==> src/rtl/dram_seq_pkg.sv <==
package dram_seq_pkg;

  typedef enum logic [3:0] {
    CMD_CLOSE     = 4'd0,
    CMD_CLOSE_ALL = 4'd1,
    CMD_OPEN      = 4'd2,
    CMD_READ      = 4'd3,
    CMD_WRITE     = 4'd4,
    CMD_READ_CL   = 4'd5,
    CMD_WRITE_CL  = 4'd6,
    CMD_REFRESH   = 4'd7
  } dram_cmd_e;

  typedef enum logic [1:0] {
    PAGE_HIT      = 2'd0,
    PAGE_CLOSED   = 2'd1,
    PAGE_CONFLICT = 2'd2
  } page_case_e;

  // Position in the longest sequence: close, open, access.
  typedef enum logic [1:0] {
    STEP_CLOSE  = 2'd0,
    STEP_OPEN   = 2'd1,
    STEP_ACCESS = 2'd2
  } seq_step_e;

endpackage

==> src/rtl/pgseq_row_table.sv <==
module pgseq_row_table #(
  parameter int BANKS = 8,
  parameter int ROW_W = 14,
  localparam int BANK_W = (BANKS > 1) ? $clog2(BANKS) : 1
) (
  input  logic              clk,
  input  logic              rst_n,
  input  logic [BANK_W-1:0] lk_bank,
  output logic              lk_open,
  output logic [ROW_W-1:0]  lk_row,
  input  logic              open_en,
  input  logic [BANK_W-1:0] open_bank,
  input  logic [ROW_W-1:0]  open_row,
  input  logic              close_en,
  input  logic [BANK_W-1:0] close_bank,
  input  logic              force_en,
  input  logic [BANK_W-1:0] force_bank,
  input  logic [ROW_W-1:0]  force_row
);

  logic [BANKS-1:0] open_vec;
  logic [ROW_W-1:0] row_arr [BANKS];

  for (genvar b = 0; b < BANKS; b++) begin : g_bank
    logic             open_q;
    logic [ROW_W-1:0] row_q;
    logic             hit_force, hit_open, hit_close;

    assign hit_force = force_en && (force_bank == BANK_W'(b));
    assign hit_open  = open_en  && (open_bank  == BANK_W'(b));
    assign hit_close = close_en && (close_bank == BANK_W'(b));

    always_ff @(posedge clk) begin
      if (!rst_n) begin
        open_q <= 1'b0;
        row_q  <= '0;
      end else if (hit_force) begin
        open_q <= 1'b1;
        row_q  <= force_row;
      end else if (hit_open) begin
        open_q <= 1'b1;
        row_q  <= open_row;
      end else if (hit_close) begin
        open_q <= 1'b0;
      end
    end

    assign open_vec[b] = open_q;
    assign row_arr[b]  = row_q;
  end

  always_comb begin
    lk_open = 1'b0;
    lk_row  = '0;
    if (int'(lk_bank) < BANKS) begin
      lk_open = open_vec[lk_bank];
      lk_row  = row_arr[lk_bank];
    end
  end

endmodule

==> src/rtl/pgseq_classifier.sv <==
module pgseq_classifier
  import dram_seq_pkg::*;
#(
  parameter int ROW_W = 14
) (
  input  logic             bank_open,
  input  logic [ROW_W-1:0] bank_row,
  input  logic [ROW_W-1:0] want_row,
  input  logic             want_rd,
  output page_case_e       kind,
  output seq_step_e        first_step,
  output dram_cmd_e        access_cmd
);

  always_comb begin
    if (!bank_open)                kind = PAGE_CLOSED;
    else if (bank_row != want_row) kind = PAGE_CONFLICT;
    else                           kind = PAGE_HIT;
  end

  always_comb begin
    unique case (kind)
      PAGE_CONFLICT: first_step = STEP_CLOSE;
      PAGE_CLOSED:   first_step = STEP_OPEN;
      default:       first_step = STEP_ACCESS;
    endcase
  end

  assign access_cmd = want_rd ? CMD_READ : CMD_WRITE;

endmodule

==> src/rtl/pgseq_issue.sv <==
module pgseq_issue
  import dram_seq_pkg::*;
#(
  parameter int BANK_W = 3,
  parameter int ROW_W  = 14,
  parameter int COL_W  = 10
) (
  input  logic              clk,
  input  logic              rst_n,
  input  logic              take,
  input  seq_step_e         take_step,
  input  dram_cmd_e         take_access,
  input  logic [BANK_W-1:0] take_bank,
  input  logic [ROW_W-1:0]  take_row,
  input  logic [COL_W-1:0]  take_col,
  output logic              busy,
  output logic              cmd_valid,
  input  logic              cmd_ready,
  output dram_cmd_e         cmd_code,
  output logic [BANK_W-1:0] cmd_bank,
  output logic [ROW_W-1:0]  cmd_row,
  output logic [COL_W-1:0]  cmd_col,
  output logic              issued_open,
  output logic              issued_close
);

  logic              busy_q;
  seq_step_e         step_q;
  dram_cmd_e         access_q;
  logic [BANK_W-1:0] bank_q;
  logic [ROW_W-1:0]  row_q;
  logic [COL_W-1:0]  col_q;
  logic              handover;

  assign handover = busy_q && cmd_ready;

  always_ff @(posedge clk) begin
    if (!rst_n) begin
      busy_q   <= 1'b0;
      step_q   <= STEP_ACCESS;
      access_q <= CMD_READ;
      bank_q   <= '0;
      row_q    <= '0;
      col_q    <= '0;
    end else if (!busy_q) begin
      if (take) begin
        busy_q   <= 1'b1;
        step_q   <= take_step;
        access_q <= take_access;
        bank_q   <= take_bank;
        row_q    <= take_row;
        col_q    <= take_col;
      end
    end else if (handover) begin
      unique case (step_q)
        STEP_CLOSE: step_q <= STEP_OPEN;
        STEP_OPEN:  step_q <= STEP_ACCESS;
        default:    busy_q <= 1'b0;
      endcase
    end
  end

  always_comb begin
    unique case (step_q)
      STEP_CLOSE: cmd_code = CMD_CLOSE;
      STEP_OPEN:  cmd_code = CMD_OPEN;
      default:    cmd_code = access_q;
    endcase
  end

  assign busy         = busy_q;
  assign cmd_valid    = busy_q;
  assign cmd_bank     = bank_q;
  assign cmd_row      = row_q;
  assign cmd_col      = col_q;
  assign issued_open  = handover && (step_q == STEP_OPEN);
  assign issued_close = handover && (step_q == STEP_CLOSE);

endmodule

==> src/rtl/dram_page_sequencer.sv <==
module dram_page_sequencer
  import dram_seq_pkg::*;
#(
  parameter int BANKS = 8,
  parameter int ROW_W = 14,
  parameter int COL_W = 10,
  localparam int BANK_W = (BANKS > 1) ? $clog2(BANKS) : 1
) (
  input  logic              clk,
  input  logic              rst_n,
  input  logic              req_valid,
  output logic              req_ready,
  input  logic [BANK_W-1:0] req_bank,
  input  logic [ROW_W-1:0]  req_row,
  input  logic [COL_W-1:0]  req_col,
  input  logic              req_rd,
  output logic              cmd_valid,
  input  logic              cmd_ready,
  output logic [3:0]        cmd_code,
  output logic [BANK_W-1:0] cmd_bank,
  output logic [ROW_W-1:0]  cmd_row,
  output logic [COL_W-1:0]  cmd_col,
  input  logic              force_en,
  input  logic [BANK_W-1:0] force_bank,
  input  logic [ROW_W-1:0]  force_row
);

  logic             lk_open;
  logic [ROW_W-1:0] lk_row;
  page_case_e       kind;
  seq_step_e        first_step;
  dram_cmd_e        access_cmd;
  dram_cmd_e        code_e;
  logic             busy;
  logic             take;
  logic             issued_open, issued_close;

  assign req_ready = !busy && !force_en;
  assign take      = req_valid && req_ready;

  pgseq_row_table #(.BANKS(BANKS), .ROW_W(ROW_W)) u_table (
    .clk        (clk),
    .rst_n      (rst_n),
    .lk_bank    (req_bank),
    .lk_open    (lk_open),
    .lk_row     (lk_row),
    .open_en    (issued_open),
    .open_bank  (cmd_bank),
    .open_row   (cmd_row),
    .close_en   (issued_close),
    .close_bank (cmd_bank),
    .force_en   (force_en),
    .force_bank (force_bank),
    .force_row  (force_row)
  );

  pgseq_classifier #(.ROW_W(ROW_W)) u_class (
    .bank_open  (lk_open),
    .bank_row   (lk_row),
    .want_row   (req_row),
    .want_rd    (req_rd),
    .kind       (kind),
    .first_step (first_step),
    .access_cmd (access_cmd)
  );

  pgseq_issue #(.BANK_W(BANK_W), .ROW_W(ROW_W), .COL_W(COL_W)) u_issue (
    .clk          (clk),
    .rst_n        (rst_n),
    .take         (take),
    .take_step    (first_step),
    .take_access  (access_cmd),
    .take_bank    (req_bank),
    .take_row     (req_row),
    .take_col     (req_col),
    .busy         (busy),
    .cmd_valid    (cmd_valid),
    .cmd_ready    (cmd_ready),
    .cmd_code     (code_e),
    .cmd_bank     (cmd_bank),
    .cmd_row      (cmd_row),
    .cmd_col      (cmd_col),
    .issued_open  (issued_open),
    .issued_close (issued_close)
  );

  assign cmd_code = code_e;

endmodule

==> config.mk <==
export PLATFORM = sky130hd
export DESIGN_NAME = dram_page_sequencer
export DESIGN_NICKNAME = d
export VERILOG_FILES = /design/src/rtl/dram_seq_pkg.sv /design/src/rtl/pgseq_row_table.sv /design/src/rtl/pgseq_classifier.sv /design/src/rtl/pgseq_issue.sv /design/src/rtl/dram_page_sequencer.sv
export SDC_FILE = /design/constraint.sdc
export NUM_CORES = 1
export LEC_CHECK = 0
export BUFFER_PORTS_ARGS = -buffer_cell sky130_fd_sc_hd__clkbuf_2
export CAP_MARGIN = 20
export CORE_ASPECT_RATIO = 0.9
export CORE_UTILIZATION = 60
export CTS_CLUSTER_SIZE = 10
export DETAILED_ROUTE_END_ITERATION = 8
export PLACE_DENSITY = 0.81
export SLEW_MARGIN = 20
export SYNTH_ARGS = -nofsm -noshare
export SYNTH_HDL_FRONTEND = slang
export SYNTH_HIERARCHICAL = 1
export SYNTH_SLANG_ARGS = --single-unit
export TNS_END_PERCENT = 100
==> constraint.sdc <==
create_clock -name clk -period 4 [get_ports clk]
set_input_delay 0.8 -clock clk [delete_from_list [all_inputs] [get_ports clk]]
set_output_delay 0.8 -clock clk [all_outputs]
set_load 0.02 [all_outputs]
==> results.py, run 1 <==
metrics = {
    "outcome": {
        "status": "complete, no violations",
    },
    "clock_tree": {
        "cts-htree-levels": 4,
        "numCtsBuffers": 17,
        "holdBufCountCts": 0,
        "clk_pin_slew_ns": 0.06,
        "cts_num_sinks": 154,
        "post_cts_resized": 0,
        "cts_tree": "built",
        "cts_root_buf": "clkbuf_16",
        "cts_setup_buffers": 0,
        "cts_buffer_depth": 2,
        "worstSkewPairLatency_ns": 0.42,
    },
    "critical_path": {
        "cp_data_arrival_time_ns": 3.42,
        "crit_path_start_kind": "register",
        "critPathMaxStageDelay_ns": 0.89,
        "r2r_start": "u_issue/busy$_SDFF_PN0_",
        "crit_fanout": 15,
        "cp_top_family": "simple AND/OR/NAND/NOR gates",
        "crit_type": "reg2reg",
        "slowest_stage": "nand4bb_1",
        "cp_cell_sequence": "nand2_1 > nor3b_1 > buf_4 > nand4bb_1 > a31oi_1",
        "end_kind": "register",
        "critPathRequiredTime_ns": 4.32,
        "crit_buf_inv": 1,
        "startpoint": "u_issue/busy$_SDFF_PN0_",
    },
    "power": {
        "ir_worst_vdd_mv": 0.369,
        "intPower_mw": 2.68,
        "power_frac_comb_pct": 10.2,
        "leakagePower_nw": 2.95,
        "pwr-share-clk_pct": 43.9,
        "powerDensity_mw_per_mm2": 418,
        "swShare_pct": 26.0,
        "power_frac_seq_pct": 45.9,
        "power_switching_mw": 0.939,
    },
    "global_route": {
        "grt_remaining_overflow": 0,
        "grt_util_all_layers_pct": 36.9,
        "grt_pass1_wl_mm": 37.8,
        "grt_antenna_before_repair": 0,
        "grt_max_degree": 116,
        "grt_pass1_vias": 6972,
    },
    "drt": {
        "wl_met1_mm": 9.20,
        "ant_nets": 0,
        "drc": 0,
        "drt_wl_total_mm": 24.1,
        "wire_per_inst_um": 21.4,
        "vias_per_cell": 6.59,
        "drt_iter0_drc": 1226,
        "vias": 7414,
        "drt_first_pass_iters": 6,
        "dr.max_layer_used": "met4",
        "wl_met2_mm": 10.5,
        "dr_wl_met3_mm": 3.47,
    },
    "layout": {
        "seqCellArea_mm2": 0.00308,
        "antenna_cells": 0,
        "design_area_mm2": 0.00865,
        "area_delta_synth_final_pct": 9.90,
        "drive_above_1_share_pct": 22.6,
        "fin_nets": 999,
        "fillCellCount": 979,
        "multi_input_area_mm2": 0.00424,
    },
    "die": {
        "initial_core_util_pct": 61.8,
        "io_pins": 83,
        "dieArea_mm2": 0.0136,
        "die_h_um": 111,
        "fp.coreArea_mm2": 0.0127,
        "die_w_um": 123,
        "rows": 39,
    },
    "timing": {
        "max-slew-margin-rel_pct": 24.1,
        "period_needed_ns": 3.10,
        "hold_viol": 0,
        "setup-tns-final_ns": 0,
        "setup_viol": 0,
        "rsz0062_at_grt": "false",
        "worst_pin_slew_ns": 1.13,
        "final_max_slew_viol_count": 0,
        "finalCritPeriodShare_pct": 77.5,
        "finalClockSkew_ns": 0.00588,
        "max_freq_ghz": 0.323,
    },
    "synth": {
        "synth_warnings": 6,
        "synth.avg_cell_area_um2": 8.47,
        "syn_area_mm2": 0.00787,
        "synth_nets": 980,
        "synthCells": 930,
    },
    "place": {
        "dpl_cell_area_mm2": 0.00808,
        "portBuffers": 82,
        "place_congestion": 0.910,
        "place_hpwl_mm": 14.1,
    },
    "run": {
        "max-cap-violations": 0,
    },
    "hold_path": {
        "hp-start": "u_issue/access_q[2]$_SDFFE_PN0P_",
        "hold_class": "reg2reg",
    },
}
-- flip-flops by register name (all words and copies together) (netlist names) --
name / cells
u_issue/access_q: 4
u_table/g_bank.open_q: 8
u_issue/cmd_row: 14
u_issue/cmd_col: 10
u_issue/cmd_bank: 3
u_issue/step_q: 2
u_table/g_bank.row_q: 112
u_issue/busy: 1
-- path summary, 6_finish.rpt --
check,endpoint,depth (start not counted),slack [ns]
max,u_table/g_bank[4].open_q$_SDFFE_PN0P_,5,0.90
min,u_issue/access_q[2]$_SDFFE_PN0P_,2,0.46
min reg2reg,u_issue/access_q[2]$_SDFFE_PN0P_,2,0.46
max reg2reg,u_table/g_bank[4].open_q$_SDFFE_PN0P_,5,0.90
-- power by group through the flow --
stage	Clock [mW]	Sequential (mW)	Combinational [mW]
2_1_floorplan	0	1.67	0.259
3_3_place_gp	0	1.69	0.349
3_5_place_dp	0	1.69	0.358
4_1_cts	1.59	1.66	0.361
5_1_grt	1.66	1.66	0.398
6_report	1.59	1.66	0.369
-- through the flow --
| step | hold slack (ns) | cells | worst slack (ns) | util, % | power (mW) |
|---|---|---|---|---|---|
| 6_report | 0.458 | 1125 | 0.900 | 67.9 | 3.61 |
| 5_1_grt | 0.470 | 1125 | 0.767 | 67.9 | 3.72 |
| 4_1_cts | 0.461 | 1125 | 1.04 | 67.9 | 3.60 |
| 3_5_place_dp | 0.452 | 1094 | 0.638 | 63.5 | 2.05 |
| 3_3_place_gp | 0.447 | 1094 | 0.656 | 63.5 | 2.04 |
| 2_1_floorplan | 0.431 | 930 | 1.25 | - | 1.93 |
-- metal layers --
layer  global-route usage (%)  vias up
li1                         -     3333
met1                     51.6     3427
met2                     53.5      549
met3                     9.72      105
met4                     15.4        0
met5                        0        -
-- cells in the final DEF, fill, tap and decap left out, types with 16 or more instances in the layout --
master / n
a31oi_1: 111
nand2_1: 290
mux2_2: 16
clkbuf_16: 17
o21ai_0: 121
a21boi_2: 27
clkbuf_2: 81
buf_4: 18
mux4_2: 30
dfxtp_1: 154
-- worst register-to-register path, stage by stage (launching register included) --
cell and delay, ns:
dfxtp_1 0.54, nand2_1 0.12, nor3b_1 0.64, buf_4 0.29, nand4bb_1 0.89, a31oi_1 0.51
-- area by class of cell --
cell class / count / area share, %
clock buffer: 20 / 5.16
clock inverter: 11 / 1.43
inverter: 5 / 0.217
multi-input combinational: 672 / 48.9
sequential: 154 / 35.6
tap: 164 / 2.37
timing repair buffer: 99 / 6.25
Power figures use the tool's default switching activity.
==> inputs of run 2 (changes only) <==
CORE_UTILIZATION = 54   (was 60)
PLACE_DENSITY = 0.77   (was 0.81)
clock period = 2.85 ns   (was 4 ns; I/O delays follow)
==> run 2 against run 1 <==
  * Wire length up 4.9%
  * Clock skew up 0.0054 ns
  * Die area up 11%
  * Utilization down 4.7 points
  * Sequential share of layout area down 1.1 points
  * Clock power up 42%
  * Critical path type unchanged
==> results.py, run 2 (synthesized netlist as in run 1, its figures left out) <==
metrics = {
    "power": {
        "power_switching_mw": 1.39,
        "powerDensity_mw_per_mm2": 574,
        "power_frac_seq_pct": 45.5,
        "leakagePower_nw": 3.08,
        "swShare_pct": 27.2,
        "intPower_mw": 3.73,
        "power_frac_comb_pct": 10.4,
        "ir_worst_vdd_mv": 0.532,
        "pwr-share-clk_pct": 44.1,
    },
    "clock_tree": {
        "cts_tree": "built",
        "cts_setup_buffers": 0,
        "clk_pin_slew_ns": 0.07,
        "holdBufCountCts": 0,
        "cts-htree-levels": 4,
        "cts_root_buf": "clkbuf_16",
        "cts_num_sinks": 154,
        "worstSkewPairLatency_ns": 0.44,
        "numCtsBuffers": 17,
        "cts_buffer_depth": 2,
        "post_cts_resized": 0,
    },
    "place": {
        "place_hpwl_mm": 15.9,
        "portBuffers": 82,
        "dpl_cell_area_mm2": 0.00833,
        "place_congestion": 0.910,
        "placedCellCount": 1145,
    },
    "global_route": {
        "grt_remaining_overflow": 0,
        "grt_max_degree": 70,
        "grt_pass1_wl_mm": 38.7,
        "grt_util_all_layers_pct": 34.4,
        "grt_antenna_before_repair": 1,
        "grt_pass1_vias": 6822,
    },
    "layout": {
        "instances_no_fill": 1178,
        "top_register": "u_table/g_bank.row_q",
        "largest_reg_flops": 112,
        "fin_nets": 1021,
        "drive_above_1_share_pct": 24.5,
        "final_cell_mix": "nand2_1 (290), dfxtp_1 (154), o21ai_0 (121), a31oi_1 (111), clkbuf_2 (81)",
        "final_common_cell": "nand2_1",
        "design_area_mm2": 0.00892,
        "area_delta_synth_final_pct": 13.3,
    },
    "die": {
        "initial_core_util_pct": 55.8,
        "dieArea_mm2": 0.0151,
        "io_pins": 83,
        "die_w_um": 129,
        "fp.coreArea_mm2": 0.0141,
        "die_h_um": 117,
        "rows": 41,
    },
    "drt": {
        "ant_nets": 0,
        "drt_wl_total_mm": 25.3,
        "drc": 0,
        "wire_per_inst_um": 21.5,
        "drt_iter0_drc": 1230,
        "vias_per_cell": 6.46,
        "vias": 7611,
        "drt_first_pass_iters": 8,
    },
    "critical_path": {
        "cp_data_arrival_time_ns": 2.64,
        "crit_path_start_kind": "register",
        "rrSetupSlack_ns": 0.51,
        "crit_type": "reg2reg",
        "end_kind": "register",
        "crit_fanout": 15,
        "critPathRequiredTime_ns": 3.14,
    },
    "timing": {
        "finalClockSkew_ns": 0.0113,
        "finalCritPeriodShare_pct": 82.2,
        "period_needed_ns": 2.34,
        "final_max_slew_viol_count": 0,
        "setup_viol": 0,
        "rsz0062_at_grt": "false",
        "hold_viol": 0,
        "max_freq_ghz": 0.427,
        "worst_pin_slew_ns": 0.869,
        "setup-tns-final_ns": 0,
        "max-slew-margin-rel_pct": 42.1,
    },
    "outcome": {
        "status": "complete, no violations",
    },
    "hold_path": {
        "hold_class": "in2reg",
    },
    "run": {
        "max-cap-violations": 0,
    },
}
run 2: cell count changes in the layout (fill, tap and decap cells not counted), sizes merged:
cell / before / now
clkbuf: 101 / 100
buf: 18 / 40
clkinvlp: 3 / 2
diode: 0 / 1
clkinv: 6 / 4
bufinv: 2 / 1
inv: 5 / 11
run 2: critical path, stage by stage (launching register included):
cell and delay (ns):
dfxtp_1 0.53, nand2_1 0.12, nor3b_1 0.30, or4b_1 0.90
nand2_1 0.26, a31oi_2 0.10
run 2: power by group through the flow:
stage          combinational (mW)  sequential, mW  clock, mW
2_1_floorplan               0.364            2.35          0
3_3_place_gp                0.506            2.37          0
3_5_place_dp                0.519            2.37          0
4_1_cts                     0.523            2.33       2.26
5_1_grt                     0.574            2.34       2.36
6_report                    0.531            2.33       2.26
run 2: path summary, 6_finish.rpt:
check	from	endpoint	cells after the start
worst max-delay path	u_issue/busy$_SDFF_PN0_	u_table/g_bank[0].row_q[4]$_SDFFE_PN0P_	5
worst min-delay path	req_col[5]	u_issue/cmd_col[5]$_SDFFE_PN0P_	3
worst max register to register	u_issue/busy$_SDFF_PN0_	u_table/g_bank[0].row_q[4]$_SDFFE_PN0P_	5
worst min register to register	u_issue/access_q[0]$_SDFFE_PN1P_	u_issue/access_q[0]$_SDFFE_PN1P_	2
run 2: final cells by class:
| cell class | instances | area [um2] |
|---|---|---|
| clock buffer | 19 | 453 |
| sequential | 154 | 3080 |
| fill | 1125 | 5190 |
| inverter | 5 | 18.8 |
| antenna | 1 | 2.50 |
| timing repair buffer | 121 | 756 |
| tap | 193 | 241 |
| clock inverter | 13 | 131 |
| multi-input combinational | 672 | 4240 |
run 2: metal layers:
metal / global-route usage, % / wire, um
met5: 0 / 0
met4: 17.1 / 1280
met3: 8.29 / 3180
met2: 51.6 / 11100
met1: 46.3 / 9690
run 2: through the flow:
stage / setup WS [ns] / hold slack, ns / utilization (%) / power, mW
after CTS: 0.542 / 0.356 / 63.2 / 5.11
after global placement: 0.163 / 0.444 / 59.1 / 2.88
after global routing: 0.363 / 0.356 / 63.2 / 5.27
after floorplan: 0.327 / 0.431 / - / 2.71
final: 0.507 / 0.355 / 63.2 / 5.12
after detailed placement: 0.123 / 0.449 / 59.1 / 2.89
